**config.mk**
```make
export PLATFORM = sky130hd
export DESIGN_NAME = col_pwr_seq
export DESIGN_NICKNAME = d
export VERILOG_FILES = /design/src/rtl/col_pwr_seq_pkg.sv /design/src/rtl/cps_fsm.sv /design/src/rtl/cps_col_bank.sv /design/src/rtl/cps_shutter_gate.sv /design/src/rtl/col_pwr_seq.sv
export SDC_FILE = /design/constraint.sdc
export NUM_CORES = 1
export LEC_CHECK = 0
export ABC_AREA = 1
export BUFFER_PORTS_ARGS = -buffer_cell sky130_fd_sc_hd__buf_4
export CAP_MARGIN = 30
export CORE_MARGIN = 4
export CORE_UTILIZATION = 51
export CTS_CLUSTER_DIAMETER = 200
export DETAILED_ROUTE_END_ITERATION = 10
export GPL_TIMING_DRIVEN = 0
export PLACE_DENSITY = 0.73
export SETUP_SLACK_MARGIN = 0.1
export SYNTH_ARGS = -nofsm -noshare
export SYNTH_HDL_FRONTEND = slang
export SYNTH_SLANG_ARGS = --single-unit
export TNS_END_PERCENT = 5
```
**constraint.sdc**
```tcl
create_clock -name clk -period 3.6 [get_ports clk]
set_input_delay 0.72 -clock clk [delete_from_list [all_inputs] [get_ports clk]]
set_output_delay 0.72 -clock clk [all_outputs]
set_load 0.03 [all_outputs]
```
**src/rtl/col_pwr_seq_pkg.sv**
```systemverilog
// Package: shared types of the staggered column power sequencer.
// Assumes nothing beyond IEEE 1800-2017 packages.
package col_pwr_seq_pkg;

    // Sequencer phases, visited in this order during a normal cycle
    typedef enum logic [1:0] {
        ST_OFF    = 2'd0,
        ST_RAMP   = 2'd1,
        ST_SETTLE = 2'd2,
        ST_ON     = 2'd3
    } seq_state_t;

endpackage

```
**src/rtl/cps_fsm.sv**
```systemverilog
// Module: cps_fsm
// Phase controller. It steps OFF -> RAMP -> SETTLE -> ON and issues
// start, advance and clear strobes to the column bank. It also tracks the
// total on-time against the configured limit.
// Assumes: the cfg_* inputs are >= 1 and stable during a sequence.
module cps_fsm
    import col_pwr_seq_pkg::*;
#(
    parameter int N_COLS = 8,
    parameter int CFG_W  = 16
) (
    input  logic             clk,
    input  logic             rst_n,
    input  logic             pwr_req,
    input  logic             pwr_off,
    input  logic [CFG_W-1:0] cfg_stagger,
    input  logic [CFG_W-1:0] cfg_settle,
    input  logic [CFG_W-1:0] cfg_max_on,
    output logic             start_o,
    output logic             advance_o,
    output logic             clear_o,
    output logic             ready_o
);

    localparam int IDX_W = (N_COLS > 1) ? $clog2(N_COLS) : 1;
    localparam logic [IDX_W-1:0] LAST_IDX = IDX_W'(N_COLS - 1);
    localparam seq_state_t FIRST_PHASE = (N_COLS == 1) ? ST_SETTLE : ST_RAMP;

    seq_state_t       state_q;
    logic [CFG_W-1:0] cnt_q;
    logic [CFG_W-1:0] ontime_q;
    logic [IDX_W-1:0] idx_q;

    logic [CFG_W:0]   cnt_nxt;
    logic [CFG_W:0]   ontime_nxt;
    logic [IDX_W-1:0] idx_nxt;
    logic             stag_hit;
    logic             settle_hit;
    logic             limit_hit;

    // Next-count values and the phase-end comparisons
    always_comb begin
        cnt_nxt    = {1'b0, cnt_q} + 1'b1;
        ontime_nxt = {1'b0, ontime_q} + 1'b1;
        idx_nxt    = idx_q + 1'b1;
        stag_hit   = cnt_nxt >= {1'b0, cfg_stagger};
        settle_hit = cnt_nxt >= {1'b0, cfg_settle};
        limit_hit  = (state_q != ST_OFF) && (ontime_nxt >= {1'b0, cfg_max_on});
    end

    // Strobes to the column bank, and the ready flag
    always_comb begin
        clear_o   = pwr_off || limit_hit;
        start_o   = (state_q == ST_OFF) && pwr_req && !pwr_off;
        advance_o = (state_q == ST_RAMP) && stag_hit && !clear_o;
        ready_o   = (state_q == ST_ON);
    end

    // Phase register and the cycle counters
    always_ff @(posedge clk) begin
        if (!rst_n || clear_o) begin
            state_q  <= ST_OFF;
            cnt_q    <= '0;
            ontime_q <= '0;
            idx_q    <= '0;
        end else begin
            case (state_q)
                ST_OFF: begin
                    if (start_o) begin
                        state_q  <= FIRST_PHASE;
                        cnt_q    <= '0;
                        ontime_q <= '0;
                        idx_q    <= '0;
                    end
                end
                ST_RAMP: begin
                    ontime_q <= ontime_nxt[CFG_W-1:0];
                    if (stag_hit) begin
                        cnt_q <= '0;
                        idx_q <= idx_nxt;
                        if (idx_nxt == LAST_IDX) begin
                            state_q <= ST_SETTLE;
                        end
                    end else begin
                        cnt_q <= cnt_nxt[CFG_W-1:0];
                    end
                end
                ST_SETTLE: begin
                    ontime_q <= ontime_nxt[CFG_W-1:0];
                    if (settle_hit) begin
                        state_q <= ST_ON;
                        cnt_q   <= '0;
                    end else begin
                        cnt_q <= cnt_nxt[CFG_W-1:0];
                    end
                end
                default: begin
                    ontime_q <= ontime_nxt[CFG_W-1:0];
                end
            endcase
        end
    end

endmodule

```
**src/rtl/cps_col_bank.sv**
```systemverilog
// Module: cps_col_bank
// One enable flop per column. Start turns on column 0, each advance
// strobe copies column k-1 into column k, and clear drops every column.
// Assumes: the controller issues at most one strobe per cycle, and
// clear has priority.
module cps_col_bank #(
    parameter int N_COLS = 8
) (
    input  logic              clk,
    input  logic              rst_n,
    input  logic              clear_i,
    input  logic              start_i,
    input  logic              advance_i,
    output logic [N_COLS-1:0] col_en_o
);

    logic [N_COLS-1:0] en_q;

    for (genvar k = 0; k < N_COLS; k++) begin : g_col
        if (k == 0) begin : g_first
            // Column 0: set by start, held until clear
            always_ff @(posedge clk) begin
                if (!rst_n || clear_i) begin
                    en_q[k] <= 1'b0;
                end else if (start_i) begin
                    en_q[k] <= 1'b1;
                end
            end
        end else begin : g_rest
            // Column k: copies its lower neighbour on each advance
            always_ff @(posedge clk) begin
                if (!rst_n || clear_i) begin
                    en_q[k] <= 1'b0;
                end else if (advance_i) begin
                    en_q[k] <= en_q[k-1];
                end
            end
        end
    end

    assign col_en_o = en_q;

endmodule

```
**src/rtl/cps_shutter_gate.sv**
```systemverilog
// Module: cps_shutter_gate
// Passes the shutter request on only while the front-ends are ready.
// Assumes: ready_i comes from a register, so the gate adds no feedback path.
module cps_shutter_gate (
    input  logic shutter_req_i,
    input  logic ready_i,
    output logic shutter_o
);

    // Refuse the shutter unless the front-ends are ready
    always_comb shutter_o = shutter_req_i && ready_i;

endmodule

```
**src/rtl/col_pwr_seq.sv**
```systemverilog
// Module: col_pwr_seq (top)
// Staggered per-column analog power sequencer. A power-on request ramps
// the columns up one by one, waits for settling and then flags ready.
// The on-time limit and the forced power-off both drop every column.
// Assumes: the cfg_* inputs are >= 1 and stable while a sequence runs.
module col_pwr_seq #(
    parameter int N_COLS = 8,
    parameter int CFG_W  = 16
) (
    input  logic              clk,
    input  logic              rst_n,
    input  logic              pwr_req,
    input  logic              pwr_off,
    input  logic              shutter_req,
    input  logic [CFG_W-1:0]  cfg_stagger,
    input  logic [CFG_W-1:0]  cfg_settle,
    input  logic [CFG_W-1:0]  cfg_max_on,
    output logic [N_COLS-1:0] col_en,
    output logic              fe_ready,
    output logic              shutter_out
);

    logic start_s;
    logic advance_s;
    logic clear_s;
    logic ready_s;

    cps_fsm #(.N_COLS(N_COLS), .CFG_W(CFG_W)) u_fsm (
        .clk         (clk),
        .rst_n       (rst_n),
        .pwr_req     (pwr_req),
        .pwr_off     (pwr_off),
        .cfg_stagger (cfg_stagger),
        .cfg_settle  (cfg_settle),
        .cfg_max_on  (cfg_max_on),
        .start_o     (start_s),
        .advance_o   (advance_s),
        .clear_o     (clear_s),
        .ready_o     (ready_s)
    );

    cps_col_bank #(.N_COLS(N_COLS)) u_bank (
        .clk       (clk),
        .rst_n     (rst_n),
        .clear_i   (clear_s),
        .start_i   (start_s),
        .advance_i (advance_s),
        .col_en_o  (col_en)
    );

    cps_shutter_gate u_gate (
        .shutter_req_i (shutter_req),
        .ready_i       (ready_s),
        .shutter_o     (shutter_out)
    );

    assign fe_ready = ready_s;

endmodule

```
==> results.md <==
* Status: complete, no violations
* Pin count of the biggest net entering global routing at 16
* Total core area at 7727 um^2
* Commonest non-fill, non-tap cell in the layout: nand2_1
* Post-synth top flop: dfxtp_1
* FF+latch count, synth at 45
* Routed Antenna Nets at 0
* Crit path max fanout at 9
* Most frequent cells in the layout: nand2_1, inv_1, buf_4, ha_1, nor2_1
* Fin crit share at 0.9031
* Startpoint Class: flip-flop
* Root Driver: clkbuf_8
* Max incr delay on CP at 0.39 ns
* Die height at 97.31 um
* First-pass GRT wire length at 15460 um
* DR iter-0 viols at 113
* Clock H-tree levels at 2
* PwrDens at 245.9 nW/um^2
* Gr ovfl total at 0
* Initial antenna violation count at 0
* DRT Pass-1 Iters at 4
* Total wire length at 8963 um
* Synth cell types at 38
* Final cell count without fillers at 780
* Worst-path clk slew at 0.09 ns
* Worst vdd ir at 154.7 uV
* Avg WL per Cell at 11.49 um
* Max-Cap Viols at 0
* Vias in the first global route at 3634
* Ys async rst share at 0
* Crit path buf inv count at 2
* Initial cell density of the core at 0.5264
* CTS tree: yes
* Final worst path period need at 3.251 ns
* Syn nets at 717
* Synth Cell Area at 4068 um^2
* YS warnings at 0
* Rows at 32
* Layout Skew at 0.006142 ns
* Max clock buf depth at 2
* Clock latency at the later pin of the worst-skew pair at 0.30 ns
* Setup TNS at 0 ns
* Total clock sinks at 45
* Via density at 4.881
* R2R Setup Slk at 0.35 ns
* Critical-path cell list: ha_2 -> nand4_2 -> nor2_4 -> nand2_1 -> nor2_2 -> nand4_1 -> xor2_2 -> ha_1 -> nand2_1 -> inv_1 -> nand3_1 -> nor2_2 -> nand3_1 -> nor2_2 -> nor2_4 -> nand2_1 -> nand2_4 -> inv_1 -> nand2_2 -> nor2_1 -> nor2_1
* Layout cells sized above 1 at 0.1932
* DRC violations left at 0
* Post-place setup slack at 0.2300 ns
* Die Area at 9468 um^2
* Post-Place Cells at 770
* Worst Tran Pin Value at 0.6708 ns
* Hold WC Path Type: flip-flop to flip-flop
* Worst endpoint required time at 3.81 ns
* RSZ-0062 raised after global routing: true
* CP arrival at 3.46 ns
* Cells after Synth at 607
* Crit Path Class: flip-flop to flip-flop
* Top-level I/O count at 63
* Final Wtd Congestion at 0.8735
* Diodes inserted at 0
* Top delay family on crit path: simple AND/OR/NAND/NOR gates
* Final Hold Viols at 0
* CTS buffer count at 5
* # setup viols final at 0
* Setup WS post-layout at 0.3487 ns
* Post-route total power at 1.185 mW
* EDFF count, synth at 0
* Die width at 97.31 um
* GRT Total Usage at 0.1890
* Lkg Pwr at 2.556 nW
* Detailed Place HPWL at 7313 um
* PortBufs at 61
* Nature of the critical path endpoint: flip-flop
* Crit-path slowest cell: dfxtp_2
* Avg Inst Size Synth at 6.701 um^2
* Area growth, synth to finish at 18.49%
* Final Max Slew Viols at 0
* Post-layout nets at 787
* Vias post-DR at 3807
* Register area share after synthesis at 0.2215
* Worst slew margin at 0.5528
* Fmax at 307.6 MHz
[sequential cells by signal, indices dropped and copies added, names as in the netlist]
register,cells
u_fsm.idx_q,3
u_fsm.cnt_q,16
u_bank.col_en_o,8
u_fsm.state_q,2
u_fsm.ontime_q,16
[kinds of logic after synthesis]
family,synth area share
AOI/OAI and AO/OA,0.09658
xor gates and xnor gates,0.04522
adders and majority gates,0.1753
buffers and inverters,0.1347
DFF,0.2215
and+or+nand+nor,0.3267
[final timing paths]
check / start / to / depth (start not counted)
setup / recovery: u_fsm.cnt_q[0]$_SDFFE_PP0P_ / u_bank.col_en_o[2]$_SDFFE_PP0P_ / 21
hold / removal: u_fsm.idx_q[2]$_SDFFE_PP0P_ / u_fsm.idx_q[2]$_SDFFE_PP0P_ / 2
setup reg to reg: u_fsm.cnt_q[0]$_SDFFE_PP0P_ / u_bank.col_en_o[2]$_SDFFE_PP0P_ / 21
hold reg to reg: u_fsm.idx_q[2]$_SDFFE_PP0P_ / u_fsm.idx_q[2]$_SDFFE_PP0P_ / 2
[layer usage]
| metal | vias up | wire length, um | global-route usage |
|---|---|---|---|
| li1 | 2034 | - | - |
| met1 | 1709 | 4207 | 0.2413 |
| met2 | 53 | 4400 | 0.3386 |
| met3 | 11 | 253 | 0.02513 |
| met4 | 0 | 100 | 0.04153 |
| met5 | - | 0 | 0 |
[synthesized netlist by cell type (3+ instances only)]
master	count	share of area
nor2_4	3	0.0083
nand4_1	11	0.017
nand3b_1	3	0.0055
xor2_1	18	0.039
ha_1	57	0.18
nand3_1	29	0.036
a21oi_1	40	0.049
dfxtp_1	45	0.22
nor2_2	3	0.0046
o21a_1	3	0.0055
clkbuf_1	3	0.0028
nand3_2	11	0.027
o21ai_0	7	0.0086
a21oi_2	10	0.022
nand2_1	145	0.13
nor3_1	7	0.0086
nand2_4	3	0.0083
xnor2_1	3	0.0065
nor2_1	53	0.049
nand2_2	4	0.0062
inv_1	125	0.12
[power breakdown]
| part | total [mW] | leakage [nW] | switching (mW) | internal (mW) |
|---|---|---|---|---|
| registers | 0.510 | 0.364 | 0.00713 | 0.503 |
| logic | 0.278 | 2.14 | 0.171 | 0.107 |
| clock network | 0.397 | 0.0543 | 0.189 | 0.208 |
| total | 1.19 | 2.56 | 0.367 | 0.818 |
[worst min-delay path, stage by stage, from the launching register on]
cell and delay (ns):
dfxtp_1 0.33, nand2_1 0.06, a21oi_1 0.05
[stage by stage]
step	hold WS [ns]	cell area, um^2	utilization
after floorplan	0.4516	4068	-
after global placement	0.4654	4653	0.6022
after detailed placement	0.4690	4653	0.6022
after CTS	0.4829	4768	0.6171
after global routing	0.5015	4820	0.6237
final	0.4804	4820	0.6237
[layout make-up]
type                    count  area, um^2
inverters                 127       476.7
flip-flops and latches     45       904.6
clock inverters             3       46.29
fillers                   730        2908
well taps                 102       127.6
clock buffers               5       68.82
multi-input cells         425        2651
repair buffers             63       473.0
plain buffers              10       71.32
[what timing repair did]
action,in CTS,in global routing
setup buffers,0,2
endpoints found under the setup margin,0,41
hold buffers,0,0
gates resized for setup,0,11
Power figures use the tool's default switching activity.
